`src/rtl/pci_wb_bridge.sv`:
```
module pci_wb_bridge #(
  parameter logic [15:0] VENDOR_ID = 16'h1D5A,
  parameter logic [15:0] DEVICE_ID = 16'h0A21,
  parameter logic [31:0] CLASS_REV = 32'h05800001,
  parameter int          WIN_BITS  = 24
) (
  input  logic                  clk,
  input  logic                  rst_n,
  input  logic [31:0]           ad_i,
  output logic [31:0]           ad_o,
  output logic                  ad_oe,
  input  logic [3:0]            cbe_n,
  input  logic                  frame_n,
  input  logic                  irdy_n,
  input  logic                  idsel,
  output logic                  trdy_n_o,
  output logic                  devsel_n_o,
  output logic                  stop_n_o,
  output logic                  par_o,
  output logic                  par_oe,
  output logic                  wb_cyc_o,
  output logic                  wb_stb_o,
  output logic                  wb_we_o,
  output logic [WIN_BITS-3:0]   wb_adr_o,
  output logic [31:0]           wb_dat_o,
  output logic [3:0]            wb_sel_o,
  input  logic [31:0]           wb_dat_i,
  input  logic                  wb_ack_i
);
  localparam int HI_W = 32 - WIN_BITS;

  typedef enum logic [2:0] {S_IDLE, S_DEC, S_DATA, S_TURN, S_SKIP} state_t;
  state_t state;

  logic            frame_q, is_cfg, is_wr, wr_sent, mem_en;
  logic [31:0]     addr_q;
  logic [HI_W-1:0] bar_hi;
  logic [31:0]     bar_full, cfg_rdata, bar_merged;

  wire addr_phase = (state == S_IDLE) && !frame_n && frame_q;
  wire cfg_hit    = idsel && (cbe_n[3:1] == 3'b101) && (ad_i[1:0] == 2'b00);
  wire mem_hit    = (cbe_n[3:1] == 3'b011) && mem_en && (ad_i[31:WIN_BITS] == bar_hi);
  wire xfer       = (state == S_DATA) && !irdy_n && !trdy_n_o;

  assign bar_full = {bar_hi, {WIN_BITS{1'b0}}};
  assign wb_adr_o = addr_q[WIN_BITS-1:2];
  assign wb_sel_o = 4'hF;

  always_comb begin
    case (addr_q[7:2])
      6'd0:    cfg_rdata = {DEVICE_ID, VENDOR_ID};
      6'd1:    cfg_rdata = {16'h0200, 14'b0, mem_en, 1'b0};
      6'd2:    cfg_rdata = CLASS_REV;
      6'd4:    cfg_rdata = bar_full;
      default: cfg_rdata = 32'h0;
    endcase
  end

  for (genvar b = 0; b < 4; b++) begin : g_merge
    assign bar_merged[8*b +: 8] = cbe_n[b] ? bar_full[8*b +: 8] : ad_i[8*b +: 8];
  end

  always_ff @(posedge clk or negedge rst_n) begin
    if (!rst_n) begin
      state      <= S_IDLE;
      frame_q    <= 1'b1;
      is_cfg     <= 1'b0;
      is_wr      <= 1'b0;
      wr_sent    <= 1'b0;
      mem_en     <= 1'b0;
      addr_q     <= '0;
      bar_hi     <= '0;
      trdy_n_o   <= 1'b1;
      devsel_n_o <= 1'b1;
      stop_n_o   <= 1'b1;
      ad_o       <= '0;
      ad_oe      <= 1'b0;
      par_o      <= 1'b0;
      par_oe     <= 1'b0;
      wb_cyc_o   <= 1'b0;
      wb_stb_o   <= 1'b0;
      wb_we_o    <= 1'b0;
      wb_dat_o   <= '0;
    end else begin
      frame_q <= frame_n;
      par_o   <= ^{ad_o, cbe_n};
      par_oe  <= ad_oe;
      case (state)
        S_IDLE: begin
          wr_sent <= 1'b0;
          if (addr_phase) begin
            if (cfg_hit || mem_hit) begin
              state  <= S_DEC;
              is_cfg <= cfg_hit;
              is_wr  <= cbe_n[0];
              addr_q <= ad_i;
            end else begin
              state <= S_SKIP;
            end
          end
        end
        S_DEC: begin
          devsel_n_o <= 1'b0;
          state      <= S_DATA;
          if (!is_wr) ad_oe <= 1'b1;
          if (is_cfg) begin
            trdy_n_o <= 1'b0;
            stop_n_o <= frame_n;
            if (!is_wr) ad_o <= cfg_rdata;
          end else if (!is_wr) begin
            wb_cyc_o <= 1'b1;
            wb_stb_o <= 1'b1;
            wb_we_o  <= 1'b0;
          end
        end
        S_DATA: begin
          if (wb_cyc_o) begin
            if (wb_ack_i) begin
              wb_cyc_o <= 1'b0;
              wb_stb_o <= 1'b0;
              trdy_n_o <= 1'b0;
              stop_n_o <= frame_n;
              if (!is_wr) ad_o <= wb_dat_i;
            end
          end else if (!is_cfg && is_wr && !wr_sent && !irdy_n) begin
            wb_cyc_o <= 1'b1;
            wb_stb_o <= 1'b1;
            wb_we_o  <= 1'b1;
            wb_dat_o <= ad_i;
            wr_sent  <= 1'b1;
          end
          if (xfer) begin
            trdy_n_o <= 1'b1;
            ad_oe    <= 1'b0;
            wr_sent  <= 1'b0;
            if (is_cfg && is_wr) begin
              if (addr_q[7:2] == 6'd1 && !cbe_n[0]) mem_en <= ad_i[1];
              if (addr_q[7:2] == 6'd4) bar_hi <= bar_merged[31:WIN_BITS];
            end
            if (frame_n) begin
              devsel_n_o <= 1'b1;
              stop_n_o   <= 1'b1;
              state      <= S_IDLE;
            end else begin
              state <= S_TURN;
            end
          end
        end
        S_TURN: begin
          if (frame_n) begin
            devsel_n_o <= 1'b1;
            stop_n_o   <= 1'b1;
            state      <= S_IDLE;
          end
        end
        S_SKIP: if (frame_n) state <= S_IDLE;
        default: state <= S_IDLE;
      endcase
    end
  end

  assert_stb_in_cyc_R7: assert property (@(posedge clk) disable iff (!rst_n)
    wb_stb_o |-> wb_cyc_o);
  assert_cyc_until_ack_R7: assert property (@(posedge clk) disable iff (!rst_n)
    (wb_cyc_o && !wb_ack_i) |=> wb_cyc_o);
  assert_read_waits_ack_R7: assert property (@(posedge clk) disable iff (!rst_n)
    (wb_cyc_o && !wb_we_o) |-> trdy_n_o);
  assert_trdy_needs_devsel_R6: assert property (@(posedge clk) disable iff (!rst_n)
    !trdy_n_o |-> !devsel_n_o);
  assert_devsel_medium_R6: assert property (@(posedge clk) disable iff (!rst_n)
    $fell(devsel_n_o) |-> !$past(frame_n, 2));
  assert_stop_with_trdy_R9: assert property (@(posedge clk) disable iff (!rst_n)
    $fell(stop_n_o) |-> $fell(trdy_n_o));
endmodule

```
`config.mk`:
```
export PLATFORM = sky130hd
export DESIGN_NAME = pci_wb_bridge
export DESIGN_NICKNAME = d
export VERILOG_FILES = /design/src/rtl/pci_wb_bridge.sv
export SDC_FILE = /design/constraint.sdc
export NUM_CORES = 1
export LEC_CHECK = 0
export ABC_CLOCK_PERIOD_IN_PS = 2650
export BUFFER_PORTS_ARGS = -buffer_cell sky130_fd_sc_hd__buf_2
export CAP_MARGIN = 5
export CORE_MARGIN = 1.5
export CORE_UTILIZATION = 50
export CTS_CLUSTER_SIZE = 20
export DETAILED_ROUTE_END_ITERATION = 6
export PLACE_DENSITY = 0.82
export RECOVER_POWER = 100
export SLEW_MARGIN = 0
export SYNTH_ARGS = -nofsm -noshare
export SYNTH_HDL_FRONTEND = slang
export SYNTH_SLANG_ARGS = --single-unit
```
`constraint.sdc`:
```
create_clock -name clk -period 2.65 [get_ports clk]
set_clock_uncertainty 0.1 [all_clocks]
set_input_delay 0.3975 -clock clk [delete_from_list [all_inputs] [get_ports clk]]
set_output_delay 0.3975 -clock clk [all_outputs]
set_load 0.05 [all_outputs]
```
==> out/qor.csv, run 1 <==
metric,value,unit
synth_area_leaders,"dfrtp_1 54%, mux2_2 14%, xnor2_1 5.5%, nand2_1 3.6%, dfstp_2 2.1%",
met3_usage,6.91,%
die_w,102,um
synth.area.mux_share,14.8,%
power_density,980,nW/um^2
max_freq,427,MHz
required,2840,ps
synth_compound_area_share,6.18,%
syn_to_final_growth,20.7,%
layout_common_cells,"107 x dfrtp_1, 96 x clkbuf_1, 71 x buf_2",
whs,121,ps
dp.cells,705,
synthSimpleGateAreaFrac,11.7,%
postRouteAntennaNets,0,
via_count,3797,
cts_root_buf,clkbuf_8,
grt_use_met1,28.4,%
p_leak,2.85,nW
grt_pass1_vias,3878,
post-route-util,61.6,%
place_ws,456,ps
tns,0,ps
place_area,5910,um^2
grt-busiest-layer,met2,
final_common_cell,dfrtp_1,
drv_cap,0,
synthFlopType,dfrtp_1,
start_kind,flop,
die-area,10500,um^2
crit_type,flop to flop,
drc,0,
synth_fa_ha_area_share,0,%
numPortBuffers,168,
seq_area_frac_synth,56.3,%
synthXorXnorAreaFrac,7.72,%
critPathArrivalTime,2530,ps
hold_viol,0,
worstHoldPathCells,1,
finalCriticalPeriod,2340,ps
routed_wl,11900,um
slew-limit-headroom,30.6,%
instances_no_fill,722,
avgSynthCellArea,11.8,um^2
crit_path_end_kind,flop,
firstDrtPassIters,5,
post-cts-setup-buffer-count,0,
rr_worst_depth,5,
syn_inst,420,
drt-initial-drc-count,163,
initial_utilization,51.0,%
cts.sinks,111,
cts_tree,built,
rsz0062_at_grt,false,
setup_viol,0,
status,finished clean,
gp_congestion,0.788,
use_met2,39.7,%
numCtsBuffers,9,
drive_gt1_share,27.7,%
power,5.85,mW
path_max_fanout,25,
io_pins,173,
async_reset_ff_share,100,%
hold_path_class,input port to flop,
cts_buffer_depth,2,
synth_top_family_by_area,multiplexers,
antenna_found_initial,0,
synth_top_cell_by_area,dfrtp_1,
nNetsFinal,658,
synth-seq-cells,111,
slew_violations,0,
post-route-worst-setup-slack,309,ps
via_per_inst,5.26,
syn-cell-area,4940,um^2
row_count,36,
coreArea,9680,um^2
chipHeight,102,um
synth_top_area_share,54.2,%
diodes,0,
synth_cell_types,45,
hpwl,8970,um
max_slew.worst_pin.slew,1040,ps
synth_edf_count,0,
fin_area,5960,um^2
clock_latency,370,ps
grt_max_degree,55,
reg2reg_slack,310,ps
cts_resized,0,
fin_crit_sh,88.4,%
yosysWarnings,0,
cts.clk_slew.worst_paths,120,ps
grt.overflow.total,0,
postCtsHoldBufs,1,
grt_first_pass_wirelength,18900,um
ir_worst_vdd,0.567,mV
slowest_delay,600,ps
path_cells,and4b_1 -> o21ai_0 -> or2_2 -> nor2_4 -> a21oi_1,
avgRoutedWirePerCell,16.5,um
htreeDepth,3,
track_usage,23.4,%
cp_slowest_cell,dfrtp_1,
## critical path, delay by kind of cell, from the launching register on
kind	cells	cell delay (ps)
simple gates	3	940
compound gates	2	610
flops	1	600
## registers in the layout (all words and copies together), names as in the netlist, 3 cells and up
signal,cells
wb_dat_o,32
ad_o,32
addr_q,22
bar_hi,8
state,3
## power by group
part	internal [mW]	switching [mW]	total [mW]
sequential	1.99	0.263	2.25
clock	0.372	0.629	1.00
combinational	0.932	1.66	2.60
## cells in the mapped netlist, drive strengths merged (2+ instances only)
master	count
a211o	2
a21oi	18
a311oi	2
dfstp	4
a31oi	8
mux2	64
o21ai	12
nand4	3
and2	2
and3b	2
clkbuf	9
a22o	2
nor2	27
xor2	10
inv	5
nand4b	2
dfrtp	107
nor3	7
or2	2
nand2	48
buf	16
and3	2
nand3	18
nor4	3
xnor2	31
## area by class of cell
type / count / area, um^2
clock buffer: 9 / 124
sequential: 111 / 2780
tap: 133 / 166
multi-input combinational: 282 / 2000
fill: 850 / 3720
timing repair buffer: 175 / 796
clock inverter: 7 / 75.1
inverter: 5 / 18.8
## worst paths after layout
check,start,endpoint
hold / removal,frame_n,frame_q
max in group asynchronous,rst_n,wb_dat_o[24]
setup / recovery,state[0],ad_o[8]
hold reg to reg,ad_oe,par_oe
min in group asynchronous,rst_n,ad_o[2]
setup reg to reg,state[0],ad_o[8]
## layer usage
metal	up-vias	share of wire, %
li1	1766	-
met1	1844	42
met2	165	47
met3	22	8.4
met4	0	2.0
met5	-	0
## kinds of logic (layout without fill, tap and decap cells)
| logic type | after synthesis | in the layout |
|---|---|---|
| AO/OA/AOI/OAI | 49 | 49 |
| XOR/XNOR | 42 | 42 |
| other | 1 | 4 |
| buffers and inverters | 30 | 196 |
| AND/OR/NAND/NOR | 122 | 122 |
| flip-flops | 111 | 111 |
| multiplexers | 65 | 65 |
Power figures use the tool's default switching activity.
==> run 2, diff against run 1 <==
ABC_CLOCK_PERIOD_IN_PS = 2100   (was 2650)
CORE_UTILIZATION = 45   (was 50)
PLACE_DENSITY = 0.78   (was 0.82)
clock period = 2.1 ns   (was 2.65 ns; I/O delays follow)
==> out/qor.csv, run 2 (synthesis results as in run 1) <==
metric,value,unit,change
status,"finished, violations left",,was finished clean
violations,negative setup slack,,
via_count,3868,,"was 3,797"
die-area,11600,um^2,"was 10,500 um^2"
max_slew.worst_pin.slew,761,ps,was 1040 ps
postRouteAntennaNets,0,,unchanged
numCtsBuffers,9,,unchanged
setup_viol,23,,was 0
crit_type,flop to flop,,unchanged
hold_viol,0,,unchanged
reg2reg_to,addr_q[22],,was ad_o[8]
critPathArrivalTime,2320,ps,was 2530 ps
drt-initial-drc-count,162,,was 163
drive_gt1_share,31.4,%,was 27.7%
slew-limit-headroom,49.3,%,was 30.6%
initial_utilization,45.8,%,was 51.0%
r2r-start,mem_en,,was state[0]
worstHoldPathCells,2,,was 1
grt_max_degree,62,,was 55
cts_tree,built,,unchanged
diodes,0,,unchanged
reg2reg_slack,-70,ps,was 310 ps
gp_congestion,0.828,,was 0.788
clock_latency,360,ps,was 370 ps
nNetsFinal,681,,was 658
grt-busiest-layer,met2,,unchanged
hold_path_class,input port to flop,,unchanged
startpoint,mem_en,,was state[0]
power,7.40,mW,was 5.85 mW
crit_path_end_kind,flop,,unchanged
final_common_cell,dfrtp_1,,unchanged
grt_first_pass_wirelength,18500,um,"was 18,900 um"
instances_no_fill,752,,was 722
die_w,108,um,was 102 um
path_max_fanout,5,,was 25
hold_path_end,wb_stb_o,,was frame_q
antenna_found_initial,0,,unchanged
min-delay-start,wb_ack_i,,was frame_n
slew_violations,0,,unchanged
avgRoutedWirePerCell,16.0,um,was 16.5 um
grt_pass1_vias,3779,,"was 3,878"
start_kind,flop,,unchanged
required,2250,ps,was 2840 ps
firstDrtPassIters,4,,was 5
grt.overflow.total,0,,unchanged
hpwl,8820,um,was 8970 um
power_density,1180,nW/um^2,was 980 nW/um^2
layout_common_cells,"107 x dfrtp_1, 97 x clkbuf_1, 71 x buf_2",,"was 107 x dfrtp_1, 96 x clkbuf_1, 71 x buf_2"
reg.largest.list,"ad_o: 32 flops, wb_dat_o: 32 flops, addr_q: 22 flops",,unchanged
ir_worst_vdd,0.847,mV,was 0.567 mV
grt_use_met1,25.5,%,was 28.4%
post-route-util,58.3,%,was 61.6%
cts_buffer_depth,2,,unchanged
chipHeight,108,um,was 102 um
via_per_inst,5.14,,was 5.26
rr_worst_depth,7,,was 5
htreeDepth,3,,unchanged
max_freq,461,MHz,was 427 MHz
cts_root_buf,clkbuf_8,,unchanged
finalCriticalPeriod,2170,ps,was 2340 ps
drv_cap,0,,unchanged
row_count,38,,was 36
post-route-worst-setup-slack,-67.3,ps,was 309 ps
numPortBuffers,168,,unchanged
syn_to_final_growth,27.3,%,was 20.7%
track_usage,20.5,%,was 23.4%
drc,0,,unchanged
p_leak,2.99,nW,was 2.85 nW
dp.cells,729,,was 705
use_met2,34.6,%,was 39.7%
io_pins,173,,unchanged
coreArea,10800,um^2,was 9680 um^2
met3_usage,4.60,%,was 6.91%
cts.sinks,111,,unchanged
fin_crit_sh,103,%,was 88.4%
cts.clk_slew.worst_paths,110,ps,was 120 ps
tns,-916,ps,was 0 ps
rsz0062_at_grt,true,,was false
routed_wl,12100,um,"was 11,900 um"
[run 2: area by class of cell]
class | count | area [um^2]
Clock buffer | 10 | 138
Clock inverter | 6 | 51.3
Fill cell | 938 | 4500
Inverter | 5 | 18.8
Multi-Input combinational cell | 282 | 2110
Sequential cell | 111 | 2780
Tap cell | 140 | 175
Timing Repair Buffer | 198 | 1020
[run 2: worst max-delay path by stage]
stage	cells past startpoint	endpoint	slack [ps]
after floorplan	6	bar_hi[0]	10
after global placement	7	addr_q[20]	-90
after detailed placement	7	addr_q[19]	-110
after CTS	6	addr_q[19]	20
after global routing	7	addr_q[22]	-110
final	7	addr_q[22]	-70
[run 2: power breakdown]
part	switching (mW)	internal (mW)
Clock	0.746	0.485
Combinational	2.12	1.21
Sequential	0.324	2.51
[run 2: what timing repair did]
| action | in CTS | in global routing |
|---|---|---|
| hold buffers | 2 | 0 |
| pin swaps | 2 | 6 |
| cloned | 0 | 3 |
| gates resized for setup | 0 | 25 |
| setup endpoints to repair | 11 | 30 |
| setup buffers | 1 | 1 |
| endpoints found under the hold margin | 27 | 0 |
[run 2: worst max-delay path: stages (launching register included)]
cell and delay [ps]:
dfrtp_1 390, nand4b_1 180, nor4_2 280, nand4_1 250
a21oi_4 250, buf_12 150, clkbuf_16 150, mux2_4 300
[run 2: layer usage]
metal	vias up	share of wire, %
met5	-	0
met4	0	2.1
met3	22	7.2
met2	157	49
met1	1879	42
li1	1810	-
[run 2: per-stage QoR]
step                instance area (um^2)  hold slack [ps]  worst slack, ps
global route                        6290             61.0             -114
detailed placement                  6050              157             -113
floorplan                           4950            -80.6             14.5
finish                              6290             75.4            -67.3
global placement                    6050              161            -90.9
CTS                                 6270             55.3             17.1
